--- src/rtl/unpack12_pkg.sv ---
package unpack12_pkg;

    // Five-step schedule of one three-byte group.
    typedef enum logic [2:0] {
        PH_FETCH0  = 3'd0,  // drive address of byte 0
        PH_FETCH1  = 3'd1,  // capture byte 0, drive byte 1
        PH_FETCH2  = 3'd2,  // capture byte 1, drive byte 2
        PH_EMIT_LO = 3'd3,  // capture byte 2, emit first coefficient
        PH_EMIT_HI = 3'd4   // emit second coefficient, advance group
    } phase_t;

    localparam int BYTES_PER_GROUP = 3;
    localparam int COEFS_PER_GROUP = 2;

endpackage

--- src/rtl/unpack12_walk.sv ---
module unpack12_walk
    import unpack12_pkg::*;
#(
    parameter int GROUPS = 128,
    parameter int MAX_K  = 4,
    localparam int BPP   = GROUPS * BYTES_PER_GROUP,
    localparam int CPP   = GROUPS * COEFS_PER_GROUP,
    localparam int BA_W  = $clog2(MAX_K * BPP),
    localparam int CA_W  = $clog2(MAX_K * CPP),
    localparam int KW    = $clog2(MAX_K + 1)
) (
    input  logic            clk,
    input  logic            rst_n,
    input  logic            start_i,
    input  logic [KW-1:0]   k_i,
    output logic [BA_W-1:0] rd_addr_o,
    output logic            cap0_o,
    output logic            cap1_o,
    output logic            emit_lo_o,
    output logic            emit_hi_o,
    output logic [CA_W-1:0] wbase_o,
    output logic            done_o
);
    localparam int PI_W = $clog2(MAX_K);
    localparam int GI_W = $clog2(GROUPS);

    typedef struct packed {
        logic            run;
        logic            done;
        logic [KW-1:0]   klim;
        logic [PI_W-1:0] poly;
        logic [GI_W-1:0] grp;
        phase_t          ph;
    } walk_t;

    walk_t s_d, s_q;
    logic  last_grp, last_poly;
    logic [1:0] bidx;

    assign last_grp  = (s_q.grp == GI_W'(GROUPS - 1));
    assign last_poly = ((KW'(s_q.poly) + KW'(1)) == s_q.klim);

    always_comb begin
        s_d = s_q;
        if (start_i) begin
            s_d.run  = 1'b1;
            s_d.done = 1'b0;
            s_d.klim = k_i;
            s_d.poly = '0;
            s_d.grp  = '0;
            s_d.ph   = PH_FETCH0;
        end else if (s_q.run) begin
            unique case (s_q.ph)
                PH_FETCH0:  s_d.ph = PH_FETCH1;
                PH_FETCH1:  s_d.ph = PH_FETCH2;
                PH_FETCH2:  s_d.ph = PH_EMIT_LO;
                PH_EMIT_LO: s_d.ph = PH_EMIT_HI;
                PH_EMIT_HI: begin
                    s_d.ph = PH_FETCH0;
                    if (last_grp) begin
                        s_d.grp = '0;
                        if (last_poly) begin
                            s_d.run  = 1'b0;
                            s_d.done = 1'b1;
                        end else begin
                            s_d.poly = s_q.poly + PI_W'(1);
                        end
                    end else begin
                        s_d.grp = s_q.grp + GI_W'(1);
                    end
                end
                default:    s_d.ph = PH_FETCH0;
            endcase
        end
    end

    always_ff @(posedge clk or negedge rst_n) begin
        if (!rst_n) begin
            s_q.run  <= 1'b0;
            s_q.done <= 1'b0;
            s_q.klim <= '0;
            s_q.poly <= '0;
            s_q.grp  <= '0;
            s_q.ph   <= PH_FETCH0;
        end else begin
            s_q <= s_d;
        end
    end

    // Byte index within the group; held on byte 2 through both emit phases.
    always_comb begin
        unique case (s_q.ph)
            PH_FETCH0: bidx = 2'd0;
            PH_FETCH1: bidx = 2'd1;
            default:   bidx = 2'd2;
        endcase
    end

    assign rd_addr_o = BA_W'(s_q.poly) * BA_W'(BPP)
                     + BA_W'(s_q.grp) * BA_W'(BYTES_PER_GROUP)
                     + BA_W'(bidx);
    assign wbase_o   = CA_W'(s_q.poly) * CA_W'(CPP)
                     + CA_W'(s_q.grp) * CA_W'(COEFS_PER_GROUP);

    assign cap0_o    = s_q.run && !start_i && (s_q.ph == PH_FETCH1);
    assign cap1_o    = s_q.run && !start_i && (s_q.ph == PH_FETCH2);
    assign emit_lo_o = s_q.run && !start_i && (s_q.ph == PH_EMIT_LO);
    assign emit_hi_o = s_q.run && !start_i && (s_q.ph == PH_EMIT_HI);
    assign done_o    = s_q.done;

    AST_ADDR_HOLD: assert property (@(posedge clk) disable iff (!rst_n)
        (s_q.run && s_q.ph == PH_EMIT_HI) |-> $stable(rd_addr_o));

    AST_START_CLEARS: assert property (@(posedge clk) disable iff (!rst_n)
        start_i |=> (!done_o && s_q.ph == PH_FETCH0 && rd_addr_o == '0));

endmodule

--- src/rtl/unpack12_join.sv ---
module unpack12_join #(
    parameter int BYTE_W = 8,
    parameter int CA_W   = 10,
    localparam int NIB   = BYTE_W / 2,
    localparam int COEF_W = BYTE_W + NIB
) (
    input  logic              clk,
    input  logic              rst_n,
    input  logic [BYTE_W-1:0] rd_data_i,
    input  logic              cap0_i,
    input  logic              cap1_i,
    input  logic              emit_lo_i,
    input  logic              emit_hi_i,
    input  logic [CA_W-1:0]   wbase_i,
    output logic              wr_en_o,
    output logic [CA_W-1:0]   wr_addr_o,
    output logic [COEF_W-1:0] wr_data_o
);
    typedef struct packed {
        logic [BYTE_W-1:0] b0;
        logic [BYTE_W-1:0] b1;
        logic [BYTE_W-1:0] b2;
        logic              we;
        logic [CA_W-1:0]   wa;
        logic [COEF_W-1:0] wd;
    } join_t;

    join_t j_d, j_q;

    always_comb begin
        j_d    = j_q;
        j_d.we = 1'b0;
        if (cap0_i) j_d.b0 = rd_data_i;
        if (cap1_i) j_d.b1 = rd_data_i;
        if (emit_lo_i) begin
            j_d.b2 = rd_data_i;
            j_d.we = 1'b1;
            j_d.wa = wbase_i;
            j_d.wd = {j_q.b1[NIB-1:0], j_q.b0};
        end
        if (emit_hi_i) begin
            j_d.we = 1'b1;
            j_d.wa = wbase_i + CA_W'(1);
            j_d.wd = {j_q.b2, j_q.b1[BYTE_W-1:NIB]};
        end
    end

    always_ff @(posedge clk or negedge rst_n) begin
        if (!rst_n) begin
            j_q <= '0;
        end else begin
            j_q <= j_d;
        end
    end

    assign wr_en_o   = j_q.we;
    assign wr_addr_o = j_q.wa;
    assign wr_data_o = j_q.wd;

    AST_WADDR_STEP: assert property (@(posedge clk) disable iff (!rst_n)
        (j_q.we && $past(j_q.we)) |-> (j_q.wa == $past(j_q.wa) + CA_W'(1)));

endmodule

--- src/rtl/coef_unpack12.sv ---
module coef_unpack12 #(
    parameter int GROUPS = 128,
    parameter int MAX_K  = 4,
    parameter int BYTE_W = 8,
    localparam int COEF_W = BYTE_W + BYTE_W / 2,
    localparam int BA_W  = $clog2(MAX_K * GROUPS * 3),
    localparam int CA_W  = $clog2(MAX_K * GROUPS * 2),
    localparam int KW    = $clog2(MAX_K + 1)
) (
    input  logic              clk,
    input  logic              rst_n,
    input  logic              start_i,
    input  logic [KW-1:0]     k_i,
    output logic [BA_W-1:0]   rd_addr_o,
    input  logic [BYTE_W-1:0] rd_data_i,
    output logic              wr_en_o,
    output logic [CA_W-1:0]   wr_addr_o,
    output logic [COEF_W-1:0] wr_data_o,
    output logic              done_o
);
    logic            cap0, cap1, emit_lo, emit_hi;
    logic [CA_W-1:0] wbase;

    unpack12_walk #(.GROUPS(GROUPS), .MAX_K(MAX_K)) walk_i (
        .clk       (clk),
        .rst_n     (rst_n),
        .start_i   (start_i),
        .k_i       (k_i),
        .rd_addr_o (rd_addr_o),
        .cap0_o    (cap0),
        .cap1_o    (cap1),
        .emit_lo_o (emit_lo),
        .emit_hi_o (emit_hi),
        .wbase_o   (wbase),
        .done_o    (done_o)
    );

    unpack12_join #(.BYTE_W(BYTE_W), .CA_W(CA_W)) join_i (
        .clk       (clk),
        .rst_n     (rst_n),
        .rd_data_i (rd_data_i),
        .cap0_i    (cap0),
        .cap1_i    (cap1),
        .emit_lo_i (emit_lo),
        .emit_hi_i (emit_hi),
        .wbase_i   (wbase),
        .wr_en_o   (wr_en_o),
        .wr_addr_o (wr_addr_o),
        .wr_data_o (wr_data_o)
    );

    AST_DONE_QUIET: assert property (@(posedge clk) disable iff (!rst_n)
        (done_o && !start_i) |=> !wr_en_o);

    AST_WE_PAIR: assert property (@(posedge clk) disable iff (!rst_n)
        ($rose(wr_en_o) && !start_i) |=> wr_en_o);

    AST_IDLE_RESET: assert property (@(posedge clk) disable iff (!rst_n)
        (!done_o && !wr_en_o && !start_i && $past(!rst_n)) |=> !wr_en_o);

endmodule

--- config.mk ---
export PLATFORM = sky130hd
export DESIGN_NAME = coef_unpack12
export DESIGN_NICKNAME = d
export VERILOG_FILES = /design/src/rtl/unpack12_pkg.sv /design/src/rtl/unpack12_walk.sv /design/src/rtl/unpack12_join.sv /design/src/rtl/coef_unpack12.sv
export SDC_FILE = /design/constraint.sdc
export NUM_CORES = 1
export LEC_CHECK = 0
export ABC_AREA = 0
export BUFFER_PORTS_ARGS = -buffer_cell sky130_fd_sc_hd__buf_2
export CAP_MARGIN = 20
export CORE_MARGIN = 2
export CORE_UTILIZATION = 49
export CTS_BUF_LIST = sky130_fd_sc_hd__clkbuf_4
export DETAILED_ROUTE_END_ITERATION = 8
export GPL_ROUTABILITY_DRIVEN = 0
export PLACE_DENSITY = 0.78
export RECOVER_POWER = 25
export SETUP_SLACK_MARGIN = 0.05
export SLEW_MARGIN = 10
export SYNTH_ARGS = -nofsm -noshare
export SYNTH_HDL_FRONTEND = slang
export SYNTH_HIERARCHICAL = 1
export SYNTH_SLANG_ARGS = --single-unit
--- constraint.sdc ---
create_clock -name clk -period 5.62 [get_ports clk]
set_input_delay 1.124 -clock clk [delete_from_list [all_inputs] [get_ports clk]]
set_output_delay 1.124 -clock clk [all_outputs]
set_load 0.03 [all_outputs]
**Yosys cells after proc, flatten, opt, wreduce, memory -nomap -nowiden**

Index checks and enable logic that the tools add are counted.

- Muxes and demuxes: 15
- Eq/ne operators: 7
- Multipliers: 2
- Add/sub/neg operators: 7
- Reduce and logical (&&, ||, !) cells: 15

Operators with widths:

| cell | number |
|---|---|
| two-way mux 23 bit | 2 |
| two-way mux 12 bit | 2 |
| two-way mux 2 bit | 7 |
| case mux 3 bit (4 select lines) | 1 |
| adder 11 x 2 -> 11 bit | 1 |
| adder 11 x 9 -> 11 bit | 1 |
| adder 10 x 1 -> 10 bit, second input constant | 1 |
| adder 10 x 8 -> 10 bit | 1 |
| nonzero test 2 bit | 5 |
| multiplier 7 x 2 -> 9 bit, second input constant | 1 |
| two-way mux 9 bit | 1 |
| AND reduction 4 bit | 2 |
| adder 7 x 1 -> 7 bit, second input constant | 1 |
| equality test 7 bit, second input constant | 1 |
| two-way mux 7 bit | 1 |
| equality test 3 x 2 -> 1 bit, second input constant | 2 |
| logical AND 1 bit | 5 |
| multiplier 2 x 2 -> 4 bit, second input constant | 1 |
| case mux 2 bit (2 select lines) | 1 |
| adder 2 x 1 -> 3 bit, second input constant | 1 |
| equality test 3 x 1 -> 1 bit, second input constant | 1 |
| equality test 3 bit | 1 |
| equality test 3 bit, second input constant | 1 |
| logical NOT 3 bit | 1 |
| other kinds (4) | 4 |

- Register bits: 64
- Word-level logic and storage cells: 58

**Longest topological paths before layout**

- Depth after elaboration: 7
- Mapped depth: 10
- Gate-level depth less buffers: 9

**By module**

The synthesis kept the hierarchy.

By module, submodules not included:

| module | instances | cells an instance | area an instance (sq um) |
|---|---|---|---|
| unpack12_join | 1 | 186 | 2,243.4 |
| unpack12_walk | 1 | 166 | 1,534.0 |

**Worst setup path after synthesis**

No wires, ideal clock.

- Kind: flip-flop to output port
- From: register walk_i/s_q[3] (netlist name)
- To: output port rd_addr_o[9]
- Arrival time: 3.047 ns
- Stages on the path, launching flop included: 10
- Path buffers: 0
- Setup slack: 1.449 ns
- Path through: dfrtp_1 -> inv_1 -> fa_1 -> inv_1 -> ha_1 -> fa_1 -> a21oi_1 -> o21ai_0 -> and4_1 -> nor4_1

- Cells in the longest elaborated chain, start to end: 3

Ends and longest elaborated chain:

| element | line | source |
|---|---|---|
| from (decl) | unpack12_walk.sv:36 | `walk_t s_d, s_q;` |
| multiplier 7 x 2 -> 9 bit | unpack12_walk.sv:100 | `+ BA_W'(s_q.grp) * BA_W'(BYTES_PER_GROUP)` |
| adder 11 x 9 -> 11 bit | unpack12_walk.sv:100 |  |
| adder 11 x 2 -> 11 bit | unpack12_walk.sv:101 | `+ BA_W'(bidx);` |
| to (decl) | coef_unpack12.sv:14 | `output logic [BA_W-1:0] rd_addr_o,` |

Every way passes these cells.

**Final worst setup path**

Same ends and word-level chain as after synthesis.

==> impl_metrics.csv <==
group,metric,value,unit
run_status,status,"finished with violations",
run_status,violations,"capacitance limit, slew limit",
timing,timing.final.max_slew_violations,65,
final_layout,areaGrowthSynthToFinish,5.233,%
clock_network,clkLatencyLatePin,420,ps
route,vias,2551,
grt,met1_usage,0.2299,
yosys,yosysWarnings,6,
final_layout,layout-drive-gt1-share,0.2895,
min_path,min_path_type,"reg2reg",
critical_path,cp_max_fo,11,
die,coreArea,0.007607,sq mm
clock_network,cts_htree_levels,3,
route,routed_via_density,5.371,
critical_path,crit_required,4500,ps
yosys,ys.flop_type,"dfrtp_1",
yosys,synth-seq-cells,64,
final_layout,final_cell_mix,"dfrtp_1 (64), buf_2 (47), mux2_2 (28), nand2_1 (23)",
die,initial_utilization,0.4965,
die,fp.dieW,91.80,microns
final_layout,final_util,0.5225,
final_layout,multi_input_area,0.001794,sq mm
grt,grt_pass1_wl,11.58,mm
clock_network,cts_root_buf,"clkbuf_4",
grt,grtUsageMet3,0.02876,
clock_network,numCtsBuffers,9,
yosys,async_reset_ff_frac,1.000,
final_layout,stdcell_count,475,
route,drc,0,
final_layout,final_net_count,404,
grt,grt_util_all_layers,0.1723,
pwr,p_per_area,338.5,mW/mm^2
yosys,seq_area_frac_synth,0.4240,
route,wl_per_cell,14.49,microns
critical_path,crit_start,"walk_i/s_q[3]",
grt,use_met2,0.2763,
grt,grt_max_degree,65,
yosys,syn_area,0.003777,sq mm
critical_path,startpoint_type,"register",
route,drt_pass1_iterations,4,
timing,tightestPinTransition,3332,ps
critical_path,reg2reg_from,"walk_i/s_q[2]",
critical_path,crit_type,"reg2out",
die,dieHeight,91.80,microns
timing,period_share,0.7806,
clock_network,clkTransAtPathRegs,130,ps
timing,max_freq,0.2280,GHz
timing,rsz0062_at_grt,"no",
clock_network,cts_tree,"done",
critical_path,worstPathArrival,3260,ps
timing,slew_headroom,-1.222,
timing,finalSetupViolations,0,
pwr,vdd_drop_max,0.0001174,V
yosys,synthesis.nets,388,
final_layout,fill_cells,708,
min_path,hp-start,"join_i/j_q[36]",
final_layout,final_common_cell,"dfrtp_1",
clock_network,cts_buffer_depth,2,
placed_design,dp_cells,459,
clock_network,cts_setup_buffers,0,
yosys,syn_area_per_cell,10.73,sq um
placed_design,dp_hpwl,4.865,mm
clock_network,cts_resized,0,
run,maxCapViolCount,1,
yosys,synth_edf_count,0,
route,ant_nets,0,
timing,finalSetupTns,0,ps
timing,min_period,4387,ps
clock_network,cts_sinks,64,
placed_design,io_buffers,48,
grt,grt-ovfl-total,0,
clock_network,hold_buffers,0,
die,pin_count,49,
die,rows,32,
route,drt_iter0_markers,80,
timing,fin_skew,20.29,ps
pwr,p_leak,1.840,nW
yosys,synthCells,352,
yosys,ys_types,55,
route,wl,6.883,mm
die,die_area,0.008427,sq mm
grt,antenna_found_initial,0,
grt,grt_pass1_vias,2488,
timing,timing_hold_violations_final,0,
final_layout,antennaDiodeCount,0,
grt,busiest_layer,"met2",
final_layout,seqCellArea,0.001602,sq mm
critical_path,end_kind,"output pin",
-- worst max-delay path, stage by stage (launching register included) --
cell and delay (ps):
dfrtp_1 550, inv_1 140, fa_1 540, inv_1 50, ha_1 240, fa_1 410, a21oi_1 180, o21ai_0 150
and4_1 210, nor4_1 150, buf_2 240
-- cell families (layout without fill, tap and decap cells) --
| family | Yosys count | in the layout | share of synthesized area |
|---|---|---|---|
| simple gates | 88 | 88 | 0.1338 |
| flops | 64 | 64 | 0.4240 |
| compound gates | 59 | 59 | 0.09838 |
| buf+inv | 58 | 79 | 0.1017 |
| mux | 48 | 48 | 0.1365 |
| fa+ha+maj | 22 | 22 | 0.07685 |
| xor+xnor | 12 | 12 | 0.02783 |
| other cells | 1 | 1 | 0.0009928 |
-- routing by layer --
layer  vias to the layer above  routed length, microns
met2                        51                    3321
met1                      1247                    3211
li1                       1245                       -
met3                         8                     245
met5                         -                       0
met4                         0                     105
-- power breakdown --
part	total, W	internal, W	switching [W]
clock	0.000327	0.000140	0.000187
combinational	0.000368	0.000144	0.000224
sequential	0.000651	0.000584	0.0000673
-- Yosys cell counts (2+ instances only) --
| master | count | area share |
|---|---|---|
| nand3_1 | 11 | 0.015 |
| and4_1 | 3 | 0.0070 |
| xor2_1 | 3 | 0.0070 |
| and3_1 | 2 | 0.0033 |
| buf_2 | 3 | 0.0040 |
| inv_1 | 11 | 0.011 |
| o211ai_1 | 3 | 0.0060 |
| a22oi_1 | 2 | 0.0040 |
| a31oi_1 | 3 | 0.0050 |
| nand4b_1 | 2 | 0.0046 |
| mux2_2 | 28 | 0.083 |
| fa_1 | 2 | 0.011 |
| nor2_1 | 19 | 0.019 |
| o311ai_1 | 2 | 0.0046 |
| dfrtp_1 | 64 | 0.42 |
| o21ai_0 | 19 | 0.025 |
| buf_4 | 37 | 0.074 |
| ha_1 | 20 | 0.066 |
| mux2i_1 | 20 | 0.053 |
| nand4_1 | 5 | 0.0083 |
| nand2_1 | 23 | 0.023 |
| nor3_1 | 3 | 0.0040 |
| clkbuf_1 | 2 | 0.0020 |
| nand2b_1 | 4 | 0.0066 |
| a21oi_1 | 18 | 0.024 |
| o221a_2 | 3 | 0.0089 |
| a21boi_0 | 2 | 0.0040 |
| xnor2_1 | 9 | 0.021 |
| buf_6 | 3 | 0.0089 |
-- cell type report --
class,count,area share
timing repair buffer,51,0.06484
clock buffer,9,0.01700
inverter,12,0.01133
multi-input combinational,230,0.4514
clock inverter,7,0.02046
sequential,64,0.4029
tap,102,0.03211
-- per-stage QoR --
stage / power (W) / area (sq um) / hold WS, ps / setup WS (ps)
detailed placement: 0.001035 / 3831 / 470.1 / 1699
global route: 0.001421 / 3975 / 529.4 / 932.5
CTS: 0.001360 / 3980 / 484.5 / 1214
floorplan: 0.001007 / 3777 / 449.2 / 1449
finish: 0.001346 / 3975 / 476.2 / 1233
global placement: 0.001020 / 3831 / 459.1 / 1784
-- worst paths after layout --
check | end | slack (ps) | cells after the start
max | rd_addr_o[9] | 1230 | 10
min reg2reg | join_i/wr_data_o[1] | 480 | 2
min in group asynchronous | join_i/wr_data_o[10] | 1900 | 2
min | join_i/wr_data_o[1] | 480 | 2
max in group asynchronous | join_i/wr_addr_o[3] | 1830 | 2
max reg2reg | join_i/wr_addr_o[3] | 3360 | 6
-- registers in the layout, summed over array words and instances (netlist names) --
signal	count
join_i/j_q	24
join_i/wr_data_o	12
walk_i/done_o	1
join_i/wr_en_o	1
join_i/wr_addr_o	10
walk_i/s_q	16
Note: power is estimated with default switching activity, not from simulation.
